File: config.mk
export PLATFORM = sky130hd
export DESIGN_NAME = sinc_noise_summer
export DESIGN_NICKNAME = d
export VERILOG_FILES = /design/src/rtl/sinc_noise_pkg.sv /design/src/rtl/sinc_pair_weight.sv /design/src/rtl/sinc_group_adder.sv /design/src/rtl/sinc_noise_summer.sv
export SDC_FILE = /design/constraint.sdc
export NUM_CORES = 1
export LEC_CHECK = 0
export BUFFER_PORTS_ARGS = -buffer_cell sky130_fd_sc_hd__clkbuf_2
export CORE_UTILIZATION = 50
export CTS_BUF_LIST = sky130_fd_sc_hd__clkbuf_2 sky130_fd_sc_hd__clkbuf_4 sky130_fd_sc_hd__clkbuf_8
export DETAILED_ROUTE_END_ITERATION = 8
export GPL_TIMING_DRIVEN = 1
export PLACE_DENSITY = 0.67
export SETUP_SLACK_MARGIN = 0.02
export SYNTH_ARGS = -nofsm -noshare
export SYNTH_HDL_FRONTEND = slang
export SYNTH_SLANG_ARGS = --single-unit
File: constraint.sdc
create_clock -name clk -period 4.3 [get_ports clk]
set_input_delay 0.215 -clock clk [delete_from_list [all_inputs] [get_ports clk]]
set_output_delay 0.215 -clock clk [all_outputs]
set_load 0.02 [all_outputs]
File: src/rtl/sinc_noise_pkg.sv
// Package: shared constants and the sinc coefficient table for the summer.
// Assumes a 24-bit register. Pair p joins bits (11-p) and (12+p).
package sinc_noise_pkg;
    localparam int N_TAPS  = 24;
    localparam int N_PAIRS = N_TAPS / 2;
    localparam int COEF_W  = 10;

    // Returns the shared coefficient of mirrored pair p (0 = centre pair).
    function automatic logic signed [COEF_W-1:0] pair_coef(input int p);
        case (p)
            0:       return 10'sd511;
            1:       return 10'sd472;
            2:       return 10'sd399;
            3:       return 10'sd303;
            4:       return 10'sd195;
            5:       return 10'sd90;
            6:       return 10'sd0;
            7:       return -10'sd66;
            8:       return -10'sd103;
            9:       return -10'sd112;
            10:      return -10'sd95;
            11:      return -10'sd62;
            default: return 10'sd0;
        endcase
    endfunction

    // Worst-case output magnitude: each pair contributes at most 2*|c|.
    function automatic int max_magnitude();
        int acc;
        acc = 0;
        for (int p = 0; p < N_PAIRS; p++) begin
            acc += 2 * ((pair_coef(p) < 0) ? -int'(pair_coef(p)) : int'(pair_coef(p)));
        end
        return acc;
    endfunction
endpackage

File: src/rtl/sinc_pair_weight.sv
// Module: sinc_pair_weight
// Weights one mirrored bit pair by its shared coefficient. Each bit counts as
// +1 (set) or -1 (clear), so the pair sum is -2, 0 or +2 and the product is
// -2c, 0 or +2c. Purely combinational.
module sinc_pair_weight #(
    parameter int COEF_W = 10,
    parameter int PROD_W = COEF_W + 2
) (
    input  logic                     bit_lo,
    input  logic                     bit_hi,
    input  logic signed [COEF_W-1:0] coef,
    output logic signed [PROD_W-1:0] prod
);
    logic signed [PROD_W-1:0] twice;

    // Doubles the coefficient at product width.
    always_comb twice = PROD_W'(coef) <<< 1;

    // Selects +2c, -2c or 0 from the pair's two bits.
    always_comb begin
        case ({bit_hi, bit_lo})
            2'b11:   prod = twice;
            2'b00:   prod = -twice;
            default: prod = '0;
        endcase
    end
endmodule

File: src/rtl/sinc_group_adder.sv
// Module: sinc_group_adder
// Adds N signed terms of width IN_W into one signed result of width OUT_W.
// Assumes OUT_W is wide enough for the caller's worst case. Combinational.
module sinc_group_adder #(
    parameter int N     = 4,
    parameter int IN_W  = 12,
    parameter int OUT_W = 14
) (
    input  logic [N-1:0][IN_W-1:0] terms,
    output logic signed [OUT_W-1:0] total
);
    // Sign-extends and accumulates every term.
    always_comb begin
        total = '0;
        for (int k = 0; k < N; k++) begin
            total = total + OUT_W'($signed(terms[k]));
        end
    end
endmodule

File: src/rtl/sinc_noise_summer.sv
// Module: sinc_noise_summer (top)
// Weighted sum of a 24-bit register state with a symmetric sinc weight set.
// Stage 1 registers the 12 pair products, stage 2 the group partial sums,
// stage 3 the final sum. Latency from in_valid to out_valid is 3 clocks.
// Each stage loads only when its valid is set, so results hold between
// strobes. Assumes N_PAIRS is a multiple of GROUP.
module sinc_noise_summer
    import sinc_noise_pkg::*;
#(
    parameter int SUM_W = 14,
    parameter int GROUP = 4
) (
    input  logic                    clk,
    input  logic                    rst_n,
    input  logic                    in_valid,
    input  logic [N_TAPS-1:0]       in_state,
    output logic                    out_valid,
    output logic signed [SUM_W-1:0] out_sum
);
    localparam int PROD_W = COEF_W + 2;
    localparam int N_GRP  = N_PAIRS / GROUP;

    logic [N_PAIRS-1:0][PROD_W-1:0] prod_c;
    logic [N_PAIRS-1:0][PROD_W-1:0] prod_q;
    logic [N_GRP-1:0][SUM_W-1:0]    part_c;
    logic [N_GRP-1:0][SUM_W-1:0]    part_q;
    logic signed [SUM_W-1:0]        total_c;
    logic                           v1_q, v2_q;

    // One weight unit per mirrored pair.
    for (genvar p = 0; p < N_PAIRS; p++) begin : g_pair
        logic signed [PROD_W-1:0] w_prod;
        sinc_pair_weight #(.COEF_W(COEF_W), .PROD_W(PROD_W)) u_w (
            .bit_lo (in_state[N_PAIRS-1-p]),
            .bit_hi (in_state[N_PAIRS+p]),
            .coef   (pair_coef(p)),
            .prod   (w_prod)
        );
        assign prod_c[p] = w_prod;
    end

    // One partial adder per group of GROUP pair products.
    for (genvar g = 0; g < N_GRP; g++) begin : g_grp
        logic signed [SUM_W-1:0] g_total;
        sinc_group_adder #(.N(GROUP), .IN_W(PROD_W), .OUT_W(SUM_W)) u_add (
            .terms (prod_q[g*GROUP +: GROUP]),
            .total (g_total)
        );
        assign part_c[g] = g_total;
    end

    // Final adder over the group partial sums.
    sinc_group_adder #(.N(N_GRP), .IN_W(SUM_W), .OUT_W(SUM_W)) u_final (
        .terms (part_q),
        .total (total_c)
    );

    // Stage 1: capture pair products when a new state arrives.
    always_ff @(posedge clk) begin
        if (!rst_n) begin
            prod_q <= '0;
            v1_q   <= 1'b0;
        end else begin
            v1_q <= in_valid;
            if (in_valid) prod_q <= prod_c;
        end
    end

    // Stage 2: capture group partial sums.
    always_ff @(posedge clk) begin
        if (!rst_n) begin
            part_q <= '0;
            v2_q   <= 1'b0;
        end else begin
            v2_q <= v1_q;
            if (v1_q) part_q <= part_c;
        end
    end

    // Stage 3: capture the final sum and raise the output strobe.
    always_ff @(posedge clk) begin
        if (!rst_n) begin
            out_sum   <= '0;
            out_valid <= 1'b0;
        end else begin
            out_valid <= v2_q;
            if (v2_q) out_sum <= total_c;
        end
    end
endmodule

==> impl_metrics.csv, run 1 <==
group,metric,value,unit
run_status,status,"complete, but fails checks",
run_status,violations,"DRC",
logic_synthesis,synth.cell_area,0.006008,sq mm
grt,grt_pass1_wl,19440,um
layout,num-fill-cells,1020,
critical_path,end_kind,"flip-flop",
die,dieWidth,111.6,um
worst_hold_path,hp-start,"in_state[17]",
critical_path,critPathRequiredTime,4620,ps
routing,wl,11440,um
grt,grt_pass1_vias,4162,
routing,vias_per_cell,5.331,
power,ir_worst_vdd,202.6,uV
logic_synthesis,synth_flop_cell,"dfxtp_1",
power,power.clock.fraction,0.315,
logic_synthesis,syn_nets,772,
die,coreArea,0.01156,sq mm
timing,hold_violations,0,
timing,setup_viol,0,
placed_design,portBuffers,38,
grt,grt_overflow,0,
grt,antenna_found_initial,0,
logic_synthesis,synth_edf_count,0,
logic_synthesis,yosys-top-cells-area,"dfxtp_1, fa_1, ha_1, mux2i_1, inv_1",
routing,drtIter0Drc,289,
die,dieHeight,111.6,um
clocking,clk_pin_slew,100,ps
clocking,cts_setup_buffers,0,
clocking,clk_path_buf_depth,2,
die,start_util,0.5195,
logic_synthesis,synth_top_cell_area_share,0.2932,
logic_synthesis,seq_area_frac_synth,0.2932,
power,power_switching,629.7,uW
critical_path,path_delay_family,"adder cells",
routing,routedWlPerCell,14.18,um
logic_synthesis,ys_warn_count,0,
timing,drv_slew,0,
worst_hold_path,hp-class,"primary input to flip-flop",
logic_synthesis,synth_area_per_cell,9.507,sq um
timing,tightest_slew,1170,ps
layout,diodes,0,
critical_path,critPathArrivalTime,3580,ps
logic_synthesis,ys_ff_latch,88,
routing,antenna_left,0,
clocking,clock-sinks,88,
timing,skew,9.241,ps
clocking,clk_latency,370,ps
layout,fin_cells,807,
layout,multi_input_area,0.003851,sq mm
critical_path,max_stage_delay,530,ps
die,rows,39,
power,internal-power,1.349,mW
logic_synthesis,netlist_top_cells_count,"dfxtp_1, inv_1, nor2_1, ha_1, fa_1",
timing,finalCritPeriodShare,0.7588,
power,switching_share,0.3183,
logic_synthesis,postSynthCellCount,632,
clocking,ctsRootBufferMaster,"clkbuf_8",
logic_synthesis,synth_largest_area_cell,"dfxtp_1",
power,power-per-cell-area,304.0,mW/mm^2
power,power.static_leakage,3.196,nW
power,power_frac_comb,0.228,
timing,min_period,3263,ps
timing,slew_headroom,0.2203,
clocking,htree_levels,3,
clocking,post_cts_resize_count,0,
logic_synthesis,async_flop_share,0,
routing,drc,3,
power,seqPwrFrac,0.457,
critical_path,cp_common_cell,"fa_1",
placed_design,dp.cells,791,
grt,grt_max_degree,48,
timing,whs,196.8,ps
layout,drive_gt1_frac,0.09488,
die,pin_count,42,
layout,syn_to_final_growth,8.309,%
placed_design,globalplace.congestion,0.8528,
routing,firstDrtPassIters,6,
critical_path,crit_type,"flip-flop to flip-flop",
routing,vias,4302,
timing,rsz0062_at_grt,"no",
placed_design,place_hpwl,8885,um
critical_path,path_cells,"inv_1 -> fa_1 -> fa_1 -> inv_1 -> fa_1 -> a21o_1 -> a21boi_1 -> nor2_1 -> o311ai_1 -> a32o_1",
job,cap_violations,0,
critical_path,crit_fanout,4,
clocking,cts_tree,"yes",
layout,final_util,0.5627,
layout,fin_nets,799,
critical_path,cp-start-kind,"flip-flop",
layout,ff_latch_area,0.001763,sq mm
critical_path,path_buf_inv,2,
critical_path,worstSetupStartpoint,"prod_q[9]",
logic_synthesis,ys_types,58,
timing,setup-tns-final,0,ps
critical_path,crit-reg2reg-launch,"prod_q[9]",
critical_path,slowest_stage,"fa_1",
timing,fmax,306.5,MHz
logic_synthesis,yosysMostFrequentCell,"dfxtp_1",
grt,track_usage,0.1934,
clocking,hold_buffers,0,
clocking,cts_buffers,9,
die,dieArea,0.01246,sq mm
stage by stage:
step / setup WS [ps] / power (mW) / cell area, sq um
3_3_place_gp: 1136 / 1.358 / 6295
6_report: 1037 / 1.978 / 6507
2_1_floorplan: 1298 / 1.258 / 6008
3_5_place_dp: 1016 / 1.373 / 6295
5_1_grt: 829.3 / 2.097 / 6507
4_1_cts: 998.1 / 2.000 / 6507
worst register-to-register path, stage by stage, from the launching register on:
cell and delay, ps:
dfxtp_1 440, inv_1 160, fa_1 530, fa_1 530
inv_1 70, fa_1 460, a21o_1 190, a21boi_1 190
nor2_1 90, o311ai_1 320, a32o_1 220
layer usage:
metal	up-vias	share of wire	global-route usage
met5	-	0	0
met4	0	0.0097	0.04865
li1	2202	-	-
met1	2007	0.49	0.2647
met2	82	0.46	0.3180
met3	11	0.034	0.03266
layout by cell type (no fill, tap or decap), drive strengths merged, types with 3 or more instances in the layout:
master  count
a211o       3
ha         65
a21boi      3
inv        82
nor2b       3
a31oi      10
nor2       79
o21bai      3
xor2        5
clkbuf     48
nand3      13
nor3        6
fa         48
o31a        3
xnor2      14
a211oi     21
nor3b       4
a21o       10
a21oi      25
or3         7
and3        3
o21ai      26
dfxtp      88
mux2i      41
o21a        6
nand2      17
registers in the layout, indices dropped and copies added, names as in the netlist:
signal and count:
v2_q 1, prod_q 33, part_q 39, out_sum 13, out_valid 1, v1_q 1
power groups by stage:
stage / clock, mW / combinational [mW] / sequential, mW
after floorplan: 0 / 0.340 / 0.918
after global placement: 0 / 0.435 / 0.923
after detailed placement: 0 / 0.449 / 0.924
after CTS: 0.642 / 0.453 / 0.905
after global routing: 0.668 / 0.515 / 0.913
final: 0.624 / 0.450 / 0.905
kinds of logic after synthesis:
| family | Yosys count | synth area share |
|---|---|---|
| AOI/OAI and AO/OA | 124 | 0.1420 |
| and+or+nand+nor | 143 | 0.1070 |
| adders and majority gates | 113 | 0.2953 |
| DFF | 88 | 0.2932 |
| other | 1 | 0.0006241 |
| buffers and inverters | 103 | 0.06581 |
| xor gates and xnor gates | 19 | 0.02770 |
| muxes | 41 | 0.06830 |
final timing paths:
check                                   to  slack [ps]  cells past startpoint
worst max-delay path            part_q[13]        1040                     10
worst min-delay path            prod_q[62]         200                      4
worst max register to register  part_q[13]        1040                     10
worst min register to register  out_sum[7]         470                      2
final cells by class:
class / instances / share of cell area
clock inverter: 6 / 0.01154
tap: 143 / 0.02749
multi-input combinational: 441 / 0.5918
clock buffer: 10 / 0.02115
sequential: 88 / 0.2709
timing repair buffer: 40 / 0.03153
inverter: 79 / 0.04557
No activity file was read; power rests on OpenSTA's default activity.
==> inputs of run 2 (changes only) <==
==> constraint.sdc (replaced) <==
create_clock -name clk -period 3.4 [get_ports clk]
set_input_delay 0.17 -clock clk [delete_from_list [all_inputs] [get_ports clk]]
set_output_delay 0.17 -clock clk [all_outputs]
set_load 0.02 [all_outputs]
==> impl_metrics.csv, run 2 (same netlist as run 1, synthesis figures left out) <==
group,metric,value,unit
run_status,status,"complete, but fails checks",
run_status,violations,"DRC",
placed_design,dp.cells,793,
routing,wl,11790,um
layout,diodes,0,
critical_path,crit-reg2reg-launch,"prod_q[9]",
timing,slew_headroom,0.2145,
layout,final_cell_mix,"dfxtp_1, nor2_1, inv_1",
die,rows,39,
worst_hold_path,hold-path-endpoint,"prod_q[25]",
clocking,clk_pin_slew,90,ps
critical_path,r2r_cells,10,
critical_path,critPathRequiredTime,3670,ps
layout,top_regs,"part_q: 39 flops, prod_q: 33 flops, out_sum: 13 flops",
layout,multi_input_area,0.003855,sq mm
clocking,clk_path_buf_depth,2,
power,ir_worst_vdd,229.1,uV
routing,firstDrtPassIters,6,
critical_path,worstSetupStartpoint,"prod_q[9]",
layout,regMostFlops,"part_q",
grt,grt.busiest_layer,"met2",
die,dieArea,0.01246,sq mm
timing,fmax,315.8,MHz
routing,routedWlPerCell,14.61,um
power,internal-power,1.708,mW
clocking,htree_levels,3,
timing,hold_violations,0,
clocking,cts_setup_buffers,0,
layout,syn_to_final_growth,8.309,%
die,dieHeight,111.6,um
power,power-per-cell-area,380.0,mW/mm^2
clocking,cts_tree,"yes",
grt,grt_pass1_vias,4297,
critical_path,crit_type,"flip-flop to flip-flop",
layout,ff_latch_area,0.001763,sq mm
critical_path,r2r-end,"part_q[12]",
die,dieWidth,111.6,um
power,power.static_leakage,3.204,nW
routing,drc,3,
critical_path,critPathArrivalTime,3430,ps
critical_path,cp-start-kind,"flip-flop",
routing,vias,4317,
timing,rsz0062_at_grt,"no",
timing,setup_viol,0,
critical_path,crit_fanout,4,
timing,skew,8.639,ps
routing,drtIter0Drc,206,
power,power_switching,765.5,uW
grt,grt_pass1_wl,20010,um
layout,largest_reg_flops,39,
die,start_util,0.5195,
grt,antenna_found_initial,0,
critical_path,reg2reg_slack,230,ps
grt,grt_overflow,0,
grt,track_usage,0.2011,
job,cap_violations,0,
power,seqPwrFrac,0.463,
placed_design,portBuffers,38,
power,power_frac_comb,0.233,
layout,num-fill-cells,1014,
timing,drv_slew,0,
placed_design,globalplace.congestion,0.8289,
layout,drive_gt1_frac,0.09639,
die,coreArea,0.01156,sq mm
clocking,clock-sinks,88,
routing,antenna_left,0,
worst_hold_path,hp-start,"in_state[14]",
die,pin_count,42,
worst_hold_path,hp-class,"primary input to flip-flop",
clocking,clk_latency,370,ps
worst_hold_path,holdPathStages,4,
critical_path,end_kind,"flip-flop",
grt,use_met3,0.03593,
routing,vias_per_cell,5.349,
clocking,cts_buffers,9,
layout,fin_nets,801,
placed_design,place_hpwl,9208,um
timing,setup-tns-final,0,ps
clocking,ctsRootBufferMaster,"clkbuf_8",
power,switching_share,0.3095,
grt,grtUsageMet2,0.3482,
timing,tightest_slew,1178,ps
grt,grt_max_degree,46,
power,power,2.473,mW
grt,grtUsageMet1,0.2579,
timing,min_period,3167,ps
power,power.clock.fraction,0.304,
layout,fin_cells,807,
layout,final_common_cell,"dfxtp_1",
timing,finalCritPeriodShare,0.9314,
run 2: layer usage:
metal | up-vias | share of wire
li1 | 2199 | -
met1 | 2052 | 0.49
met2 | 58 | 0.48
met3 | 8 | 0.025
met4 | 0 | 0.010
met5 | - | 0
run 2: worst max-delay path by stage:
stage,slack [ps],depth (start not counted),to
after floorplan,400,10,part_q[12]
after global placement,260,10,part_q[11]
final,230,10,part_q[12]
after global routing,40,10,part_q[12]
after detailed placement,190,10,part_q[10]
after CTS,170,10,part_q[10]
run 2: through the flow:
step                      setup WS (ps)  instance area (sq um)  hold WS (ps)  utilization
after global placement            263.4                   6310         451.6       0.5456
after detailed placement          192.4                   6310         470.9       0.5456
after global routing              39.73                   6507         160.5       0.5627
after floorplan                   398.5                   6008         417.3            -
after CTS                         165.0                   6504         127.6       0.5624
final                             233.4                   6507         139.9       0.5627
run 2: repair_timing:
action	4_1_cts	5_1_grt
gates resized for setup	0	2
setup endpoints to repair	0	3
hold buffers	0	0
run 2: power by group through the flow:
stage	logic, mW	clock network [mW]	registers, mW
after floorplan	0.430	0	1.16
final	0.576	0.752	1.15
after detailed placement	0.572	0	1.17
after CTS	0.579	0.775	1.15
after global routing	0.656	0.810	1.15
after global placement	0.553	0	1.17
run 2: area by class of cell:
class                      instances  share of cell area
clock inverter                     3            0.006537
multi-input combinational        441              0.5924
sequential                        88              0.2709
inverter                          79             0.04557
clock buffer                      11             0.02326
timing repair buffer              42             0.03384
tap                              143             0.02749
run 2: worst max-delay path, cell delays in order (launching register included):
cell and delay (ps):
dfxtp_1 430, inv_1 160, fa_1 570, fa_1 540, inv_1 50, ha_1 340, o21ai_1 100, o21ai_2 160
a21oi_2 100, o311a_1 350, o31a_1 270
